===== config.mk =====
export PLATFORM = sky130hd
export DESIGN_NAME = rail_sequencer
export DESIGN_NICKNAME = d
export VERILOG_FILES = /design/src/rtl/pseq_pkg.sv /design/src/rtl/pseq_sync.sv /design/src/rtl/pseq_timer.sv /design/src/rtl/pseq_ctrl.sv /design/src/rtl/pseq_drive.sv /design/src/rtl/rail_sequencer.sv
export SDC_FILE = /design/constraint.sdc
export NUM_CORES = 1
export LEC_CHECK = 0
export BUFFER_PORTS_ARGS = -buffer_cell sky130_fd_sc_hd__buf_2
export CAP_MARGIN = 20
export CORE_AREA = 2 2 39 41
export CTS_BUF_LIST = sky130_fd_sc_hd__clkbuf_2
export DETAILED_ROUTE_END_ITERATION = 12
export DIE_AREA = 0 0 41 43
export PLACE_DENSITY = 0.78
export SYNTH_ARGS = -nofsm -noshare
export SYNTH_HDL_FRONTEND = slang
export SYNTH_HIERARCHICAL = 1
export SYNTH_SLANG_ARGS = --single-unit

===== constraint.sdc =====
create_clock -name clk -period 2.75 [get_ports clk]
set_clock_uncertainty 0.05 [all_clocks]
set_input_delay 0.6875 -clock clk [delete_from_list [all_inputs] [get_ports clk]]
set_output_delay 0.6875 -clock clk [all_outputs]
set_load 0.05 [all_outputs]

===== src/rtl/pseq_pkg.sv =====
package pseq_pkg;

   // Phases of one transition between two rail levels
   typedef enum logic [1:0] {
      ST_HOLD  = 2'd0,   // level matches the goal, nothing to do
      ST_ALIGN = 2'd1,   // waiting for the next tick after a direction change
      ST_FIRST = 2'd2,   // counting the long first gap
      ST_STEP  = 2'd3    // counting a regular gap between rails
   } seq_state_e;

   function automatic int max_int(input int a, input int b);
      return (a > b) ? a : b;
   endfunction

endpackage


===== src/rtl/pseq_sync.sv =====
module pseq_sync #(
   parameter int   STAGES  = 2,
   parameter logic RST_VAL = 1'b0
) (
   input  logic clk,
   input  logic rst,
   input  logic d,
   output logic q
);

   logic [STAGES-1:0] chain;

   generate
      if (STAGES == 1) begin : g_single
         always_ff @(posedge clk) begin
            if (rst) chain <= RST_VAL;
            else     chain <= d;
         end
      end else begin : g_chain
         always_ff @(posedge clk) begin
            if (rst) chain <= {STAGES{RST_VAL}};
            else     chain <= {chain[STAGES-2:0], d};
         end
      end
   endgenerate

   assign q = chain[STAGES-1];

endmodule


===== src/rtl/pseq_timer.sv =====
module pseq_timer #(
   parameter int CNT_W = 4
) (
   input  logic             clk,
   input  logic             rst,
   input  logic             clr,
   input  logic             tick,
   input  logic [CNT_W-1:0] limit,
   output logic             expire
);

   logic [CNT_W-1:0] cnt;

   // Fires on the tick that completes `limit` ticks since the last clear
   assign expire = tick && !clr && (cnt == (limit - CNT_W'(1)));

   always_ff @(posedge clk) begin
      if (rst || clr)  cnt <= '0;
      else if (expire) cnt <= '0;
      else if (tick)   cnt <= cnt + CNT_W'(1);
   end

endmodule


===== src/rtl/pseq_ctrl.sv =====
module pseq_ctrl
   import pseq_pkg::*;
#(
   parameter int RAILS       = 3,
   parameter int FIRST_TICKS = 9,
   parameter int STEP_TICKS  = 8,
   parameter int LVL_W       = 2,
   parameter int CNT_W       = 4
) (
   input  logic             clk,
   input  logic             rst,
   input  logic             tick,
   input  logic             en_s,
   input  logic             expire,
   output logic             timer_clr,
   output logic [CNT_W-1:0] timer_limit,
   output logic [LVL_W-1:0] level
);

   localparam logic [LVL_W-1:0] LVL_TOP = LVL_W'(RAILS);

   seq_state_e       state, state_n;
   logic             goal, goal_n;
   logic [LVL_W-1:0] level_n;
   logic             restart;
   logic             new_at_end;
   logic             last_move;

   assign restart    = (en_s != goal);
   assign new_at_end = en_s ? (level == LVL_TOP) : (level == '0);
   assign last_move  = goal ? (level == LVL_TOP - LVL_W'(1))
                            : (level == LVL_W'(1));

   always_comb begin
      state_n = state;
      goal_n  = goal;
      level_n = level;
      if (restart) begin
         goal_n  = en_s;
         state_n = new_at_end ? ST_HOLD : ST_ALIGN;
      end else begin
         unique case (state)
            ST_HOLD:  state_n = ST_HOLD;
            ST_ALIGN: if (tick) state_n = ST_FIRST;
            ST_FIRST,
            ST_STEP: begin
               if (expire) begin
                  level_n = goal ? (level + LVL_W'(1)) : (level - LVL_W'(1));
                  state_n = last_move ? ST_HOLD : ST_STEP;
               end
            end
            default: state_n = ST_HOLD;
         endcase
      end
   end

   assign timer_clr   = restart || (state == ST_HOLD) || (state == ST_ALIGN);
   assign timer_limit = (state == ST_FIRST) ? CNT_W'(FIRST_TICKS)
                                            : CNT_W'(STEP_TICKS);

   always_ff @(posedge clk) begin
      if (rst) begin
         state <= ST_HOLD;
         goal  <= 1'b0;
         level <= '0;
      end else begin
         state <= state_n;
         goal  <= goal_n;
         level <= level_n;
      end
   end

endmodule


===== src/rtl/pseq_drive.sv =====
module pseq_drive #(
   parameter int RAILS = 3,
   parameter int LVL_W = 2
) (
   input  logic [LVL_W-1:0] level,
   input  logic             invert,
   output logic [RAILS-1:0] flags,
   output logic             all_on,
   output logic             all_off
);

   generate
      for (genvar i = 0; i < RAILS; i++) begin : g_rail
         assign flags[i] = (level > LVL_W'(i)) ^ invert;
      end
   endgenerate

   assign all_on  = (level == LVL_W'(RAILS));
   assign all_off = (level == '0);

endmodule


===== src/rtl/rail_sequencer.sv =====
module rail_sequencer #(
   parameter int RAILS       = 3,
   parameter int FIRST_TICKS = 9,
   parameter int STEP_TICKS  = 8,
   parameter int SYNC_STAGES = 2
) (
   input  logic             clk,
   input  logic             rst,
   input  logic             tick,
   input  logic             en_req,
   input  logic             invert,
   output logic [RAILS-1:0] flags,
   output logic             up_done,
   output logic             down_done
);

   localparam int LVL_W = $clog2(RAILS + 1);
   localparam int CNT_W = $clog2(pseq_pkg::max_int(FIRST_TICKS, STEP_TICKS) + 1);

   generate
      if (RAILS < 1) begin : g_bad_rails
         $error("rail_sequencer: RAILS must be at least 1");
      end
      if (FIRST_TICKS < 1 || STEP_TICKS < 1) begin : g_bad_ticks
         $error("rail_sequencer: tick counts must be at least 1");
      end
      if (SYNC_STAGES < 1) begin : g_bad_sync
         $error("rail_sequencer: SYNC_STAGES must be at least 1");
      end
   endgenerate

   logic             en_s;
   logic             expire;
   logic             timer_clr;
   logic [CNT_W-1:0] timer_limit;
   logic [LVL_W-1:0] level;

   pseq_sync #(
      .STAGES (SYNC_STAGES),
      .RST_VAL(1'b0)
   ) u_sync (
      .clk(clk),
      .rst(rst),
      .d  (en_req),
      .q  (en_s)
   );

   pseq_timer #(
      .CNT_W(CNT_W)
   ) u_timer (
      .clk   (clk),
      .rst   (rst),
      .clr   (timer_clr),
      .tick  (tick),
      .limit (timer_limit),
      .expire(expire)
   );

   pseq_ctrl #(
      .RAILS      (RAILS),
      .FIRST_TICKS(FIRST_TICKS),
      .STEP_TICKS (STEP_TICKS),
      .LVL_W      (LVL_W),
      .CNT_W      (CNT_W)
   ) u_ctrl (
      .clk        (clk),
      .rst        (rst),
      .tick       (tick),
      .en_s       (en_s),
      .expire     (expire),
      .timer_clr  (timer_clr),
      .timer_limit(timer_limit),
      .level      (level)
   );

   pseq_drive #(
      .RAILS(RAILS),
      .LVL_W(LVL_W)
   ) u_drive (
      .level  (level),
      .invert (invert),
      .flags  (flags),
      .all_on (up_done),
      .all_off(down_done)
   );

endmodule


# Yosys cells after proc, flatten, opt, wreduce, memory -nomap -nowiden
# Index checks and enable logic that the tools add are counted.
[totals]
register_bits = 11
input_bits = 5
output_inout_bits = 5
wordCells = 48
[op_classes]
add_sub_neg = 4
n_lt_le_gt_ge = 3
n_eq_ne = 10
n_mux = 10
bitwise_logic = 4
n_reduce_logical = 12
[op_table]
columns = ["op", "count"]
rows = [
  ["$mux W2", 5],
  ["$eq A2 B2 Y1 const B", 4],
  ["$ne A3 B2 Y1 const B", 2],
  ["$pmux W2 S3", 1],
  ["$add A4 B1 Y4 const B", 1],
  ["$eq A2 B1 Y1 const B", 2],
  ["$eq A4 B4 Y1", 1],
  ["$gt A2 B1 Y1 const B", 2],
  ["$logic_not A2 Y1", 2],
  ["$mux W1", 4],
  ["$reduce_or A2 Y1", 2],
  ["$sub A4 B1 Y4 const B", 1],
  ["$logic_or A1 B1 Y1", 3],
  ["$reduce_and A3 Y1", 1],
  ["$xor A1 B1 Y1", 3],
  ["$add A2 B1 Y2 const B", 1],
  ["$gt A2 B2 Y1 const B", 1],
  ["$logic_and A1 B1 Y1", 2],
  ["$reduce_and A2 Y1", 1],
  ["$sub A2 B1 Y2 const B", 1],
  ["$logic_not A1 Y1", 1],
  ["$ne A1 B1 Y1", 1],
  ["$not A1 Y1", 1],
]

# Longest topological paths before layout
[logic_depth]
word_depth = 9
ltp_mapped = 9
ltp_nobuf = 9

# Hierarchy
# Netlist, hierarchy kept.
[by_module_without_submodules]
columns = ["mod", "instances", "cells_per_inst", "area_each_um2", "seq_area_each_um2"]
rows = [
  ["pseq_ctrl", 1, 42, 376.6, 100.1],
  ["pseq_timer", 1, 27, 265.3, 80.1],
  ["pseq_sync", 1, 4, 52.6, 40.0],
  ["pseq_drive", 1, 5, 48.8, 0.0],
]

# Least setup slack after synthesis
# No wires, ideal clock.
[synth_timing]
path_type = "register -> register"
startpoint = "register u_ctrl.state[1]"
endpoint = "register u_ctrl.level[0]"
setup_time_ns = 0.121
arrival_time_ns = 2.110
path_slack_ns = 0.469
path_stages_with_launch = 9
cell_sequence = "dfxtp_1 > nor2b_1 > inv_1 > ha_1 > xor2_1 > nand4b_1 > nor3_2 > and3_4 > mux2_4"
[synth_via]
elab_cells_between_ends = 14
[synth_lines]
columns = ["item", "line_no", "rtl"]
rows = [
  ["start: declaration", "pseq_ctrl.sv:22", "seq_state_e state, state_n;"],
  ["start signal: assignment", "pseq_ctrl.sv:67", "state <= state_n;"],
  ["$eq A2 B2 Y1", "pseq_ctrl.sv:58", "assign timer_limit = (state == ST_FIRST) ? CNT_W'(FIRST_TICKS)"],
  ["$mux W1", "pseq_ctrl.sv:58", ""],
  ["via timer_limit[0]", "rail_sequencer.sv:35", "logic [CNT_W-1:0] timer_limit;"],
  ["$sub A4 B1 Y4", "pseq_timer.sv:15", "assign expire = tick && !clr && (cnt == (limit - CNT_W'(1)));"],
  ["$eq A4 B4 Y1", "pseq_timer.sv:15", ""],
  ["$logic_and A1 B1 Y1", "pseq_timer.sv:15", ""],
  ["via expire", "rail_sequencer.sv:33", "logic expire;"],
  ["$reduce_and A3 Y1 (no source line)", "-", ""],
  ["end signal: assignment", "pseq_ctrl.sv:69", "level <= level_n;"],
  ["end: declaration", "pseq_ctrl.sv:17", "output logic [LVL_W-1:0] level"],
]
# The timed path passes the listed nets, and every way through them passes these cells.
# A chain may end at the register's enable or synchronous reset.

# Worst setup path after layout
[layout_timing]
startpoint = "register u_ctrl.state[1]"
endpoint = "register u_ctrl.level[1]"
# The elaborated chain is that of the path after synthesis.

==> flow_summary.ini <==
[pwr]
sw_frac_of_total = 0.280
p_int_mw = 0.219
p_leak_nw = 0.335
p_seq_frac = 0.545
switchingPower_mw = 0.0850
peakVddDrop_mv = 0.289
p_comb_frac = 0.147
clockPowerShare = 0.308
p_total_mw = 0.304
power_density_nw_per_um2 = 377

[synth]
avgSynthCellArea_um2 = 9.53
synthMuxAreaShare = 0.0673
yosysSeqAreaShare = 0.296
synth_top_family_by_area = simple AND/OR/NAND/NOR gates
synthSimpleGateAreaFrac = 0.226
yosysWarnings = 6
synth_compound_area_frac = 0.0438
synth.ff_latch_count = 11
ys_types = 29
synth_fa_ha_area_frac = 0.101
synthCells = 78
netlist_area_um2 = 743
synthXorXnorAreaFrac = 0.185

[floorplanning]
start_util = 0.537
fp.dieArea_um2 = 1760
ios = 10
row_count = 14
core_um2 = 1380
die_y_um = 43
die_w_um = 41

[global_route]
grt_pass1_wl_mm = 2.01
antenna_found_initial = 0
grt_usage = 0.177
grt_max_degree = 14
first_global_vias = 477
overflow = 0

[setup_path]
worst_path_largest_cell_delay_ps = 430
startpoint = u_ctrl/state[1]
crit_fanout = 6
required_ps = 2860
crit_buf_inv = 1
rr_startpoint = u_ctrl/state[1]
crit_arrival_ps = 2470
worstPathCellList = nor2b_1 -> inv_1 -> ha_1 -> xor2_1 -> nand4b_1 -> nor3_2 -> and3_4 -> mux2_4
crit_type = reg2reg
r2r_slack_ps = 390
start_kind = flop
worst_setup_path_end_kind = flop
cp_slowest_cell = dfxtp_1
critPathTopFamily = simple AND/OR/NAND/NOR gates

[timing]
setup_tns_ps = 0
hold_viol = 0
report.final.slew_viol_count = 0
finalCritPeriodShare = 0.857
max_freq_mhz = 424
fin_crit_ps = 2360
finalSetupViolations = 0
rsz0062_at_grt = false

[drt]
drt_iter0_drc = 4
wirelength_mm = 1.16
dr.pass1.iters = 4
wl_per_cell_um = 11.0
route.detailed.drc = 0
ant_nets = 0
vias_per_cell = 5.10
vias = 536

[cts]
clk_pin_slew_worst_paths_ps = 110
clock_path_buffers = 2
cts_buffers = 3
cts_hold_buf = 0
clk_latency_ps = 260
tritoncts = built
post_cts_buffers = 0
root_buffer = clkbuf_2
htreeDepth = 1
cts_resized = 0
clock-sinks = 11

[worst_hold_path]
worstHoldStart = u_sync/chain[0]
min_path_type = reg2reg

[finish]
seqCellArea_um2 = 220
diodes = 0
fillCellCount = 117
final_common_cell = dfxtp_1
final_net_count = 101
area_growth_syn_to_layout_pct = 8.42
drive_gt1_frac = 0.258
multi_input_area_um2 = 474
final_cell_mix = 11 x dfxtp_1, 9 x buf_2

[run]
maxCapViolCount = 0

[placed_design]
place_hpwl_um = 892
gp_congestion = 0.776
io_buffers = 9

[outcome]
status = complete, no violations
worst register-to-register path, cell delays in order (launching register included):
cell and delay (ps):
dfxtp_1 430, nor2b_1 320, inv_1 80, ha_1 300
xor2_1 140, nand4b_1 120, nor3_2 290, and3_4 250
mux2_4 290
cells by family after synthesis:
kind of cell,count (synthesis)
AND/OR/NAND/NOR,27
other,2
XOR/XNOR,14
multiplexers,4
flip-flops,11
adder cells (fa/ha/maj),6
AO/OA/AOI/OAI,5
buffers and inverters,9
stage by stage:
stage / hold WS [ps] / area, um^2 / setup WS [ps] / std cells / utilization
5_1_grt: 439 / 806 / 255 / 105 / 0.582
4_1_cts: 413 / 806 / 413 / 105 / 0.582
6_report: 411 / 806 / 393 / 105 / 0.582
3_5_place_dp: 383 / 786 / 431 / 101 / 0.568
2_1_floorplan: 364 / 747 / 469 / 79 / -
3_3_place_gp: 388 / 786 / 509 / 101 / 0.568
final timing paths:
path,to,cells past startpoint
worst max register to register,u_ctrl/level[1],8
worst max-delay path,u_ctrl/level[1],8
worst min register to register,u_sync/chain[1],1
worst min-delay path,u_sync/chain[1],1
metal layers:
layer,vias up,GRT usage,routed length (um)
li1,279,-,-
met1,240,0.224,518
met2,15,0.250,563
met3,2,0.0471,63
met4,0,0.120,14
met5,-,0,0
final cells by class:
cell class,instances,area share
Tap cell,16,0.0248
Inverter,5,0.0233
Multi-Input combinational cell,59,0.589
Clock buffer,4,0.0248
Sequential cell,11,0.273
Timing Repair Buffer,10,0.0652
registers in the layout, indices dropped and copies added (netlist names):
| signal | flops |
|---|---|
| u_ctrl/goal | 1 |
| u_ctrl/state | 2 |
| u_timer/cnt | 4 |
| u_ctrl/level | 2 |
| u_sync/chain | 2 |
cell usage after synthesis:
master,number,share of area
ha_1,6,0.10
nand2_1,2,0.010
mux2_4,2,0.040
nor4_1,4,0.034
nor2b_1,5,0.042
nand3b_1,1,0.010
mux2i_1,2,0.027
o211ai_1,1,0.010
nor3b_1,1,0.010
and3_4,1,0.015
nor3_2,2,0.027
nand4b_1,1,0.012
conb_1,2,0.010
xnor2_1,6,0.071
nor2_1,6,0.030
dfxtp_1,11,0.30
inv_1,5,0.025
xor2_1,6,0.071
buf_6,1,0.015
a31o_1,1,0.012
and2_4,1,0.012
a31oi_1,1,0.0084
nand4_1,1,0.0084
buf_4,3,0.030
nor2_2,1,0.0084
a21oi_1,2,0.013
xor2_2,1,0.022
xnor2_2,1,0.022
nand3_1,1,0.0067
power by group through the flow:
stage / sequential (mW) / combinational [mW] / clock (mW)
2_1_floorplan: 0.168 / 0.0365 / 0
3_3_place_gp: 0.169 / 0.0434 / 0
3_5_place_dp: 0.169 / 0.0444 / 0
4_1_cts: 0.165 / 0.0448 / 0.0991
5_1_grt: 0.166 / 0.0487 / 0.106
6_report: 0.165 / 0.0447 / 0.0934
Note: power is estimated with default switching activity, not from simulation.
